File: config.mk
export PLATFORM = sky130hd
export DESIGN_NAME = trk_cand_select
export DESIGN_NICKNAME = d
export VERILOG_FILES = /design/src/rtl/tcs_pkg.sv /design/src/rtl/tcs_best_keeper.sv /design/src/rtl/tcs_pair_keeper.sv /design/src/rtl/trk_cand_select.sv
export SDC_FILE = /design/constraint.sdc
export NUM_CORES = 1
export LEC_CHECK = 0
export CAP_MARGIN = 20
export CORE_MARGIN = 2
export CORE_UTILIZATION = 50
export CTS_CLUSTER_DIAMETER = 120
export DETAILED_ROUTE_END_ITERATION = 8
export DONT_BUFFER_PORTS = 1
export PLACE_DENSITY = 0.75
export RECOVER_POWER = 50
export SLEW_MARGIN = 25
export SYNTH_ARGS = -nofsm -noshare
export SYNTH_HDL_FRONTEND = slang
export SYNTH_SLANG_ARGS = --single-unit
File: constraint.sdc
create_clock -name clk -period 9 [get_ports clk]
set_input_delay 1.35 -clock clk [delete_from_list [all_inputs] [get_ports clk]]
set_output_delay 1.35 -clock clk [all_outputs]
set_load 0.01 [all_outputs]
File: src/rtl/tcs_pkg.sv
package tcs_pkg;

    localparam int PT_W  = 12;
    localparam int CHI_W = 16;
    localparam int IDX_W = 8;

    typedef enum logic [1:0] {
        SEL_MAX_PT  = 2'd0,
        SEL_PAIR    = 2'd1,
        SEL_MIN_CHI = 2'd2,
        SEL_ALT     = 2'd3
    } sel_mode_e;

    typedef struct packed {
        logic             vld;
        logic [IDX_W-1:0] idx;
        logic [PT_W-1:0]  pt;
        logic [CHI_W-1:0] chi;
    } slot_t;

    // newcomer replaces holder only when strictly better (earlier wins ties)
    function automatic logic take_pt(slot_t cur, slot_t nw);
        return nw.vld && (!cur.vld || (nw.pt > cur.pt));
    endfunction

    function automatic logic take_chi(slot_t cur, slot_t nw);
        return nw.vld && (!cur.vld || (nw.chi < cur.chi));
    endfunction

    // a ranks ahead of b by chi-square; choose higher momentum, earlier on tie
    function automatic slot_t pair_pick(slot_t a, slot_t b);
        if (b.vld && ((b.pt > a.pt) || ((b.pt == a.pt) && (b.idx < a.idx))))
            return b;
        return a;
    endfunction

endpackage

File: src/rtl/tcs_best_keeper.sv
module tcs_best_keeper
    import tcs_pkg::*;
#(
    parameter bit BY_CHI = 1'b0
) (
    input  logic  clk,
    input  logic  rst,
    input  slot_t in_s,
    input  logic  close,
    output slot_t merged
);

    slot_t q;
    logic  take;

    generate
        if (BY_CHI) begin : g_chi
            assign take = take_chi(q, in_s);
        end else begin : g_pt
            assign take = take_pt(q, in_s);
        end
    endgenerate

    always_comb merged = take ? in_s : q;

    always_ff @(posedge clk) begin
        if (rst || close) q <= '0;
        else              q <= merged;
    end

    // a rejected or absent beat leaves the running best untouched
    a_r6_hold_on_reject: assert property (@(posedge clk) disable iff (rst)
        (!in_s.vld && !close) |=> (q == $past(q)));

    generate
        if (BY_CHI) begin : g_chk_chi
            a_r4_chi_never_worse: assert property (@(posedge clk) disable iff (rst)
                (q.vld && !close) |=> (q.vld && (q.chi <= $past(q.chi))));
        end else begin : g_chk_pt
            a_r3_pt_never_lower: assert property (@(posedge clk) disable iff (rst)
                (q.vld && !close) |=> (q.vld && (q.pt >= $past(q.pt))));
        end
    endgenerate

endmodule

File: src/rtl/tcs_pair_keeper.sv
module tcs_pair_keeper
    import tcs_pkg::*;
(
    input  logic  clk,
    input  logic  rst,
    input  slot_t in_s,
    input  logic  close,
    output slot_t pick
);

    slot_t q0, q1;
    slot_t m0, m1;

    always_comb begin
        m0 = q0;
        m1 = q1;
        if (take_chi(q0, in_s)) begin
            m0 = in_s;
            m1 = q0;
        end else if (take_chi(q1, in_s)) begin
            m1 = in_s;
        end
    end

    always_comb begin
        if (!m1.vld) pick = m0;
        else         pick = pair_pick(m0, m1);
    end

    always_ff @(posedge clk) begin
        if (rst || close) begin
            q0 <= '0;
            q1 <= '0;
        end else begin
            q0 <= m0;
            q1 <= m1;
        end
    end

    // the runner-up never exists alone and never outranks the leader
    a_r5_pair_order: assert property (@(posedge clk) disable iff (rst)
        q1.vld |-> (q0.vld && (q0.chi <= q1.chi)));

    // rejected beats do not disturb the pair
    a_r6_pair_hold: assert property (@(posedge clk) disable iff (rst)
        (!in_s.vld && !close) |=> ((q0 == $past(q0)) && (q1 == $past(q1))));

endmodule

File: src/rtl/trk_cand_select.sv
module trk_cand_select
    import tcs_pkg::*;
(
    input  logic             clk,
    input  logic             rst,
    input  logic             cand_valid,
    input  logic             cand_ok,
    input  logic             cand_last,
    input  logic [PT_W-1:0]  cand_pt,
    input  logic [CHI_W-1:0] cand_chi2,
    input  logic [1:0]       mode,
    input  logic [PT_W-1:0]  pt_cut,
    output logic             res_valid,
    output logic [IDX_W-1:0] res_idx,
    output logic [PT_W-1:0]  res_pt,
    output logic             res_pass
);

    logic [IDX_W-1:0] cnt;
    logic             close;
    slot_t            in_s;
    slot_t            best_pt, best_chi, best_pair, sel;

    assign close = cand_valid && cand_last;

    always_comb begin
        in_s.vld = cand_valid && cand_ok;
        in_s.idx = cnt;
        in_s.pt  = cand_pt;
        in_s.chi = cand_chi2;
    end

    tcs_best_keeper #(.BY_CHI(1'b0)) u_max_pt (
        .clk(clk), .rst(rst), .in_s(in_s), .close(close), .merged(best_pt));

    tcs_best_keeper #(.BY_CHI(1'b1)) u_min_chi (
        .clk(clk), .rst(rst), .in_s(in_s), .close(close), .merged(best_chi));

    tcs_pair_keeper u_pair (
        .clk(clk), .rst(rst), .in_s(in_s), .close(close), .pick(best_pair));

    always_comb begin
        case (sel_mode_e'(mode))
            SEL_PAIR:    sel = best_pair;
            SEL_MIN_CHI: sel = best_chi;
            default:     sel = best_pt;
        endcase
    end

    always_ff @(posedge clk) begin
        if (rst) begin
            cnt       <= '0;
            res_valid <= 1'b0;
            res_idx   <= '1;
            res_pt    <= '0;
            res_pass  <= 1'b0;
        end else begin
            res_valid <= close;
            if (close) begin
                cnt      <= '0;
                res_idx  <= sel.vld ? sel.idx : '1;
                res_pt   <= sel.vld ? sel.pt : '0;
                res_pass <= sel.vld && (sel.pt >= pt_cut);
            end else if (cand_valid) begin
                cnt <= cnt + 1'b1;
            end
        end
    end

    // strobe follows a closing beat and nothing else
    a_r2_strobe_after_close: assert property (@(posedge clk) disable iff (rst)
        close |=> res_valid);
    a_r2_no_stray_strobe: assert property (@(posedge clk) disable iff (rst)
        !close |=> !res_valid);

    // an empty region can never pass
    a_r9_empty_fails: assert property (@(posedge clk) disable iff (rst)
        (res_valid && (res_idx == '1)) |-> (!res_pass && (res_pt == '0)));

    // a pass always means the threshold seen on the closing beat was met
    a_r8_pass_meets_cut: assert property (@(posedge clk) disable iff (rst)
        (res_valid && res_pass) |-> (res_pt >= $past(pt_cut)));

    // a reported index lies within the beats seen in the region
    a_r7_idx_in_range: assert property (@(posedge clk) disable iff (rst)
        (res_valid && (res_idx != '1)) |-> (res_idx <= $past(cnt)));

endmodule

==> run metrics, run 1 <==
outcome=complete, but fails checks; failing checks=max-capacitance violations, max-slew violations; vias per cell=5.75; post-synth cell types=61; total I/O pin count=69; worst setup margin=1.72 ns; Power per Cell Area=181 nW/um2; dpl hpwl=14300 um; Placer Congestion=0.860; Max Buffers Root-to-Sink=2; Synth warnings=0; CP startpoint kind=input port; ranking of synthesized cells by area=dfxtp_1, ha_1, mux2i_1; synthesized cell area=9000 um2; final WL=20900 um; Crit Path Class=input port to flip-flop; Setup WS pre-CTS=1.29 ns; top cell type's share of synthesized area=36.0%; delay of the slowest critical-path stage=0.60 ns; H-tree depth=4; clock buffer count from CTS=17; Tmin final=7.28 ns; FF/Latch Area=3240 um2; Slew Viols, Final=187; Multi-input gate area=5200 um2; Root Driver=clkbuf_16; DRC violations left=0; Non-Filler Instances=1232; ys flop type=dfxtp_1; endpoint class of the critical path=flip-flop; delay-heaviest family, CP=compound AO/OA/AOI/OAI gates; post-CTS setup buffers=0; Lkg Pwr=4.28 nW; Nets=1128; max_cap viols=5; worst path bufs/invs=1; Final TNS setup=0 ns; Initial Util=50.6%; asr flop ratio synth=0%; worst rel slew slack=-127%; Die Y-Extent=138 um; share of layout cells above drive strength 1=7.08%; Reg clk slew, reported paths=0.07 ns; final worst-path cycle share=80.9%; Die Area=19100 um2; initial drt markers=485; Rows=49; hold_buf cts=0; Port Buf Inserts=0; Critical Path RT=9.33 ns; Core ar.=17800 um2; Post-Synthesis Cells=1017; Skew-Pair Late Insertion Delay=0.43 ns; Fill cells=1586; Critical Path AT=7.61 ns; syn_area_per_cell=8.85 um2; Routed Antenna Nets=0; Design Power=1.76 mW; FMAX=137 MHz; critical path fanouts, max=15; average wire per standard cell=17.0 um; TritonCTS clock tree=built; TritonRoute pass-1 iters=6; Worst Skew=0.0174 ns; slowest CP cell=a31oi_4; synthesis-to-layout area growth=8.30%; final setup violation count=0; largest area contributor in the netlist=dfxtp_1; vias in the first global route=6902; Top cell by count, worst path=nand2_1; Vias=7087; Seq/Total Area, Yosys=36.0%; clk sinks=162; Placed Cells incl. Taps=1199; Ant. Diodes=0; Hold Worst Slack=0.473 ns; initial antenna violation count=0; Peak VDD IR=0.142 mV; Mapped Nets=1155; total gr overflow=0; first-pass GRT wire length=34500 um; #FFs+latches synth=162; largest net degree at the start of global routing=81; Post-synth EDFFs=0; Hold Fails Final Rpt=0; Die X=138 um; Hold Crit Class=flip-flop to flip-flop; All-Layer GR Usage=21.9%; post-cts gate resize count=0; RSZ-0062 raised after global routing=false; Tightest Pin Transition=3.41 ns
## report_power, final
part	total (mW)	switching, mW	internal (mW)
sequential	0.763	0.0183	0.745
combinational	0.276	0.162	0.114
clock	0.725	0.331	0.394
## through the flow
step / cell area, um2 / util (%)
final: 9750 / 54.8
after global routing: 9750 / 54.8
after CTS: 9750 / 54.8
after detailed placement: 9160 / 51.5
after global placement: 9160 / 51.5
after floorplan: 9000 / -
## metal layers
metal / up-vias / GRT usage, % / wire, um
li1: 3520 / - / -
met1: 3366 / 29.5 / 9770
met2: 168 / 35.1 / 9680
met3: 33 / 4.26 / 967
met4: 0 / 8.22 / 502
met5: - / 0 / 0
## cell usage in the layout, fill, tap and decap left out, types with 5 or more instances in the layout
master and n:
dfxtp_1 162, nor2_1 138, mux2i_1 104, ha_1 91, inv_1 83, nand2_1 71, a21oi_1 60, and2_1 24
a211oi_1 22, mux2_2 19, o21ai_0 18, clkbuf_16 17, or3_1 14, o21a_1 14, o2111ai_1 13, a22o_1 12
nand4_1 11, a32oi_1 11, nand3_1 8, a221oi_1 8, nand2b_1 7, a21o_1 7, buf_4 7, o211ai_1 6
inv_6 5
## kinds of logic after synthesis
logic type,share of synthesized area [%]
multiplexers,13.9
adder cells (fa/ha/maj),12.7
XOR/XNOR,0.487
AND/OR/NAND/NOR,14.2
buffers and inverters,6.45
flip-flops,36.0
AO/OA/AOI/OAI,16.2
## cell usage after synthesis, types with 2 or more instances
cell	n
nand4_1	11
nor3_1	3
nand2b_1	7
and2_1	24
a22o_1	12
nor3b_1	2
a21oi_1	61
clkbuf_1	32
mux2_2	19
or3_1	14
o2111ai_1	13
mux2i_1	104
nor2_1	138
dfxtp_1	162
a211oi_1	22
inv_1	83
ha_1	91
a221o_1	2
a21boi_0	3
buf_2	8
o32ai_1	4
a32oi_1	11
o21ai_0	18
o211ai_1	6
a221oi_1	8
buf_4	6
nor2b_1	2
o21a_1	14
nand2_1	71
nand3_1	8
xor2_1	4
a211o_1	3
o31ai_1	2
buf_1	11
o21ai_1	2
buf_6	2
a21o_1	7
a31oi_1	4
## path summary, 6_finish.rpt
check	startpoint	endpoint	cells past startpoint	slack [ns]
hold / removal	flip-flop	flip-flop	2	0.47
setup reg to reg	flip-flop	res_pass	29	2.26
hold reg to reg	flip-flop	flip-flop	2	0.47
setup / recovery	cand_chi2[15]	res_pass	28	1.72
## worst min-delay path, stage by stage (launching register included)
cell and delay, ns:
dfxtp_1 0.32, nand2_1 0.05, a21oi_1 0.05
## final cells by class
type                       count  area share (%)
clock buffer                  17            4.37
clock inverter                15            1.69
inverter                      83            3.20
multi-input combinational    713            53.3
sequential                   162            33.3
tap                          229            2.94
timing repair buffer          13            1.18
Note: power is estimated with default switching activity, not from simulation.
==> run 2, diff against run 1 <==
==> constraint.sdc (replaced) <==
create_clock -name clk -period 6.8 [get_ports clk]
set_input_delay 1.02 -clock clk [delete_from_list [all_inputs] [get_ports clk]]
set_output_delay 1.02 -clock clk [all_outputs]
set_load 0.01 [all_outputs]
==> run 2 against run 1 <==
Compared with the run above: the run still ends with max-capacitance violations, max-slew violations left; critical path depth shrank 1; flip-flop and latch count is the same; register-to-register slack lost 1.7 ns; cell count grew 0.57%; sequential power grew 32%; cell area grew 1.2%; first-iteration DRC count grew 16%; die area is the same; sequential share of layout area shrank 0.41 points; critical endpoint unchanged; combinational power grew 36%.
==> run metrics, run 2 (synthesis results as in run 1) <==
Die Y-Extent=138 um (unchanged); final worst-path cycle share=94.1%; Power per Cell Area=243 nW/um2 (+34%); worst setup margin=0.403 ns (-1.32 ns); clock group share of total power=42.2% (+1.1 points); Post-Route M1 WL=9920 um (+1.5%); sequential power share=42.1% (-1.2 points); DRC violations left=0 (unchanged); Routed Antenna Nets=0 (unchanged); Port Buf Inserts=0 (unchanged); critical path depth=27 (-3.6%); internal power=1.74 mW (+39%); Hold Crit Class=flip-flop to flip-flop; endpoint class of the critical path=flip-flop; Core ar.=17800 um2 (unchanged); worst rel slew slack=-142% (-15 points); Die X=138 um (unchanged); Reg2Reg Setup Slack=0.59 ns (-1.67 ns); final setup violation count=0 (unchanged); Max Buffers Root-to-Sink=2 (unchanged); Ant. Diodes=0 (unchanged); Slew Viols, Final=147 (-21%); initial drt markers=563 (+16%); Initial Util=50.6% (unchanged); Peak VDD IR=0.186 mV (+31%); most frequent cells in the layout=dfxtp_1, nor2_1, mux2i_1; leading cell type in the layout, fill and taps excluded=dfxtp_1; clk sinks=162 (unchanged); Net Sw Frac=27.6% (-1.4 points); average wire per standard cell=16.9 um (-0.48%); critical path fanouts, max=50 (+35); dpl hpwl=14200 um (-0.54%); max_cap viols=3 (-2); Vias=7098 (+0.16%); Final Cell Area=9870 um2 (+1.2%); worst path bufs/invs=2 (+1); TritonRoute pass-1 iters=6 (unchanged); Lkg Pwr=4.34 nW (+1.4%); final WL=20900 um (about the same); All-Layer GR Usage=22.3% (+0.38 points); TritonCTS clock tree=built; first-pass GRT wire length=35100 um (+1.7%); H-tree depth=4 (unchanged); outcome=complete, but fails checks; initial antenna violation count=0 (unchanged); Comb pwr share=15.7% (about the same); Nets=1135 (+0.62%); synthesis-to-layout area growth=9.64%; Crit Path Class=input port to flip-flop; Die Area=19100 um2 (unchanged); vias in the first global route=7092 (+2.8%); Design Power=2.40 mW (+36%); crit path from=cand_chi2[6]; Critical Path AT=6.73 ns (-0.88 ns); Skew-Pair Late Insertion Delay=0.44 ns (about the same); CP startpoint kind=input port; RR Endpoint=res_pass; worst r2r path cells=28 (-3.4%); Placer Congestion=0.894 (+3.9%); Tightest Pin Transition=3.63 ns (+0.222 ns); vias per cell=5.73 (-0.41%); routed length on met2=9620 um (-0.57%); Tmin final=6.40 ns; Hold Fails Final Rpt=0 (unchanged); switching power=0.662 mW (+29%); total I/O pin count=69 (unchanged); delay-heaviest family, CP=compound AO/OA/AOI/OAI gates; Setup WS pre-CTS=-0.0898 ns (-1.38 ns); Max Used Layer=met4; total gr overflow=0 (unchanged); largest net degree at the start of global routing=79 (-2.5%); met3 wire length=975 um (+0.83%); slowest CP cell=a221oi_2; Rows=49 (unchanged); delay of the slowest critical-path stage=0.39 ns (-0.21 ns); DP Area=9240 um2 (+0.85%); Critical Path RT=7.13 ns (-2.20 ns); FMAX=156 MHz; Fill cells=1571 (-0.95%); share of layout cells above drive strength 1=8.22% (+1.1 points); Worst Skew=0.00794 ns (-0.00946 ns); Hold Worst Slack=0.470 ns (-0.00294 ns); Root Driver=clkbuf_16; clock buffer count from CTS=17 (unchanged); crit path to=res_pass; failing checks=max-capacitance violations, max-slew violations; Reg clk slew, reported paths=0.07 ns (about the same)
-- run 2: cell type report --
class                      instances  area, um2  share of cell area, %
inverter                          83        312                   3.16
timing repair buffer              20        184                   1.86
sequential                       162       3240                   32.9
clock buffer                      18        439                   4.45
clock inverter                    14        176                   1.79
tap                              229        287                   2.90
multi-input combinational        713       5230                   53.0
-- run 2: tightest hold or removal path, cell delays in order, from the launching register on --
cell and delay, ns:
dfxtp_1 0.32, nand2_1 0.05, a21oi_1 0.05
-- run 2: power by group through the flow --
stage	sequential [mW]	clock (mW)	combinational (mW)
final	1.01	1.01	0.375
after global routing	1.01	1.06	0.424
after floorplan	1.02	0	0.284
after CTS	1.01	1.02	0.370
after detailed placement	1.03	0	0.366
after global placement	1.03	0	0.358
-- run 2: per-stage QoR --
stage / utilization, % / std cells / setup TNS [ns]
after floorplan: - / 1017 / 0
after global placement: 51.9 / 1206 / 0
after detailed placement: 51.9 / 1206 / -0.0898
after CTS: 55.4 / 1238 / 0
after global routing: 55.5 / 1239 / -0.0547
final: 55.5 / 1239 / 0
-- run 2: timing repair --
| action | CTS | global route |
|---|---|---|
| gates resized for setup | 0 | 5 |
| endpoints found under the setup margin | 0 | 1 |
| buffers inserted | 0 | 1 |
| hold buffers | 0 | 0 |
-- run 2: how the worst min path moves through the flow --
stage,slack (ns),depth (start not counted),end,start
global route,0.49,2,flip-flop,flip-flop
detailed placement,0.46,2,flip-flop,flip-flop
CTS,0.47,2,flip-flop,flip-flop
global placement,0.46,2,flip-flop,flip-flop
finish,0.47,2,flip-flop,flip-flop
floorplan,0.45,2,u_min_chi.q[28],u_min_chi.q[28]
-- run 2: layer usage --
metal,vias to the layer above,global-route usage (%)
met5,-,0
met4,0,7.63
met3,32,4.30
met2,160,36.7
met1,3372,29.4
li1,3534,-
==> run 3, diff against run 2 <==
--- a/config.mk
+++ b/config.mk
@@ -5,13 +5,13 @@
 export SDC_FILE = /design/constraint.sdc
 export NUM_CORES = 1
 export LEC_CHECK = 0
+export BUFFER_PORTS_ARGS = -buffer_cell sky130_fd_sc_hd__buf_4
 export CAP_MARGIN = 20
 export CORE_MARGIN = 2
 export CORE_UTILIZATION = 50
 export CTS_CLUSTER_DIAMETER = 120
 export DETAILED_ROUTE_END_ITERATION = 8
-export DONT_BUFFER_PORTS = 1
-export PLACE_DENSITY = 0.75
+export PLACE_DENSITY = 0.78
 export RECOVER_POWER = 50
 export SLEW_MARGIN = 25
 export SYNTH_ARGS = -nofsm -noshare
==> constraint.sdc (replaced) <==
create_clock -name clk -period 6.8 [get_ports clk]
set_input_delay 1.7 -clock clk [delete_from_list [all_inputs] [get_ports clk]]
set_output_delay 1.7 -clock clk [all_outputs]
set_load 0.01 [all_outputs]
==> run 3 against run 2 <==
Compared with the run above: the flow finishes with violations (max-capacitance violations, max-slew violations, negative setup slack); clock skew is 0.012 ns higher; combinational power rose by 32%; flip-flop and latch count did not move; cell area rose by 13%; cell count is 13% higher; critical endpoint unchanged.
==> run metrics, run 3 (synthesis results as in run 1) <==
outcome=complete, but fails checks; failing checks=max-capacitance violations, max-slew violations, negative setup slack; Top cell by count, worst path=nand2_1; Initial Util=50.6% (unchanged); DRC violations left=0 (unchanged); Nets=1293 (+14%); Tmin final=6.83 ns (+0.437 ns); Routed Antenna Nets=0 (unchanged); final setup violation count=1 (+1); initial antenna violation count=0 (unchanged); leading cell type in the layout, fill and taps excluded=dfxtp_1; CP startpoint kind=input port; Crit Path Class=input port to flip-flop; worst r2r path cells=31 (+11%); Slew Viols, Final=70 (-52%); FMAX=146 MHz (-6.4%); clock buffer count from CTS=17 (unchanged); first-pass GRT wire length=38600 um (+10%); clk sinks=162 (unchanged); Die Area=19100 um2 (unchanged); share of layout cells above drive strength 1=20.3% (+12 points); Final TNS setup=-0.0337 ns (-0.0337 ns); Rows=49 (unchanged); Max Buffers Root-to-Sink=2 (unchanged); dpl hpwl=16000 um (+12%); final worst-path cycle share=100% (+6.4 points); Critical Path RT=7.14 ns (about the same); Worst Skew=0.0204 ns (+0.0124 ns); Die Y-Extent=138 um (unchanged); TritonRoute pass-1 iters=5 (-1); average wire per standard cell=17.0 um (+0.73%); vias in the first global route=7846 (+11%); RSZ-0062 raised after global routing=true; Tightest Pin Transition=2.85 ns (-0.777 ns); Hold Crit Class=flip-flop to flip-flop; Core ar.=17800 um2 (unchanged); Hold Worst Slack=0.474 ns (+0.00382 ns); endpoint class of the critical path=flip-flop; worst rel slew slack=-90.2% (+52 points); TritonCTS clock tree=built; critical path fanouts, max=22 (-56%); vias per cell=5.67 (-0.96%); largest net degree at the start of global routing=70 (-11%); final WL=23800 um (+14%); Vias=7926 (+12%); Skew-Pair Late Insertion Delay=0.44 ns (about the same); slowest CP cell=or3_1; Critical Path AT=7.17 ns (+0.44 ns); Lkg Pwr=5.04 nW (+16%); total I/O pin count=69 (unchanged); crit path from=cand_chi2[9]; Placer Congestion=0.866 (-3.1%); worst setup margin=-0.0337 ns (-0.437 ns); Worst Hold Depth=2 (unchanged); H-tree depth=4 (unchanged); delay of the slowest critical-path stage=0.42 ns (+0.03 ns); Die X=138 um (unchanged); Power per Cell Area=219 nW/um2 (-9.8%); most frequent cells in the layout=dfxtp_1, buf_4, nor2_1; Port Buf Inserts=68 (+68); max_cap viols=1 (-2); total gr overflow=0 (unchanged); Ant. Diodes=0 (unchanged); synthesis-to-layout area growth=24.0%; Peak VDD IR=0.190 mV (+2.1%); initial drt markers=652 (+16%); All-Layer GR Usage=24.7% (+2.4 points); Reg clk slew, reported paths=0.07 ns (about the same); hold_buf cts=0 (unchanged); Root Driver=clkbuf_16; Hold Fails Final Rpt=0 (unchanged)
run 3: changes by cell type in the layout (fill, tap and decap cells not counted), moves of 3 or more:
cell,previous run,this run
ha_1,91,86
mux2_1,3,0
buf_4,16,145
ha_4,0,5
clkbuf_1,1,23
buf_12,3,7
run 3: path summary, 6_finish.rpt:
check | endpoint | slack [ns]
min | flip-flop | 0.47
min reg2reg | flip-flop | 0.47
max reg2reg | res_pass | 1.03
max | res_pass | -0.03
run 3: where the power goes:
part / total (mW) / internal, mW / switching (mW) / leakage, nW
Sequential: 1.01 / 0.986 / 0.0220 / 1.32
Combinational: 0.495 / 0.230 / 0.265 / 3.44
Clock: 0.945 / 0.524 / 0.420 / 0.285
Total: 2.45 / 1.74 / 0.707 / 5.04
run 3: metal layers:
metal / global-route usage (%) / wire length [um] / share of wire, % / up-vias
li1: - / - / - / 3856
met4: 10.3 / 722 / 3.0 / 0
met5: 0 / 0 / 0 / -
met2: 42.2 / 11600 / 49 / 201
met1: 31.1 / 10700 / 45 / 3816
met3: 3.81 / 802 / 3.4 / 53
run 3: per-stage QoR:
stage	utilization, %	cell area, um2	setup WS, ns	instances	total power [mW]
6_report	62.8	11200	-0.0337	1397	2.45
5_1_grt	62.8	11200	-0.295	1397	2.55
4_1_cts	63.0	11200	0.00294	1395	2.45
3_5_place_dp	59.0	10500	-0.529	1359	1.50
3_3_place_gp	59.0	10500	-0.380	1359	1.49
2_1_floorplan	-	9100	-0.0671	1017	1.31
run 3: area by class of cell:
| type | instances | area [um2] |
|---|---|---|
| Multi-Input combinational cell | 713 | 5370 |
| Clock inverter | 14 | 141 |
| Fill cell | 1467 | 6620 |
| Tap cell | 229 | 287 |
| Sequential cell | 162 | 3240 |
| Timing Repair Buffer | 178 | 1370 |
| Inverter | 83 | 312 |
| Clock buffer | 18 | 439 |
run 3: worst max-delay path, delay by kind of cell:
kind                       cells  cell delay [ns]
and+or+nand+nor                8             1.47
adders and majority gates      3             0.81
buffers and inverters          5             0.80
AOI/OAI and AO/OA             14             2.36
run 3: timing repair:
action | in CTS | in global routing
pin swaps | 3 | 2
buffers inserted | 3 | 1
resized for setup | 11 | 1
endpoints found under the setup margin | 1 | 1
cloned | 1 | 1
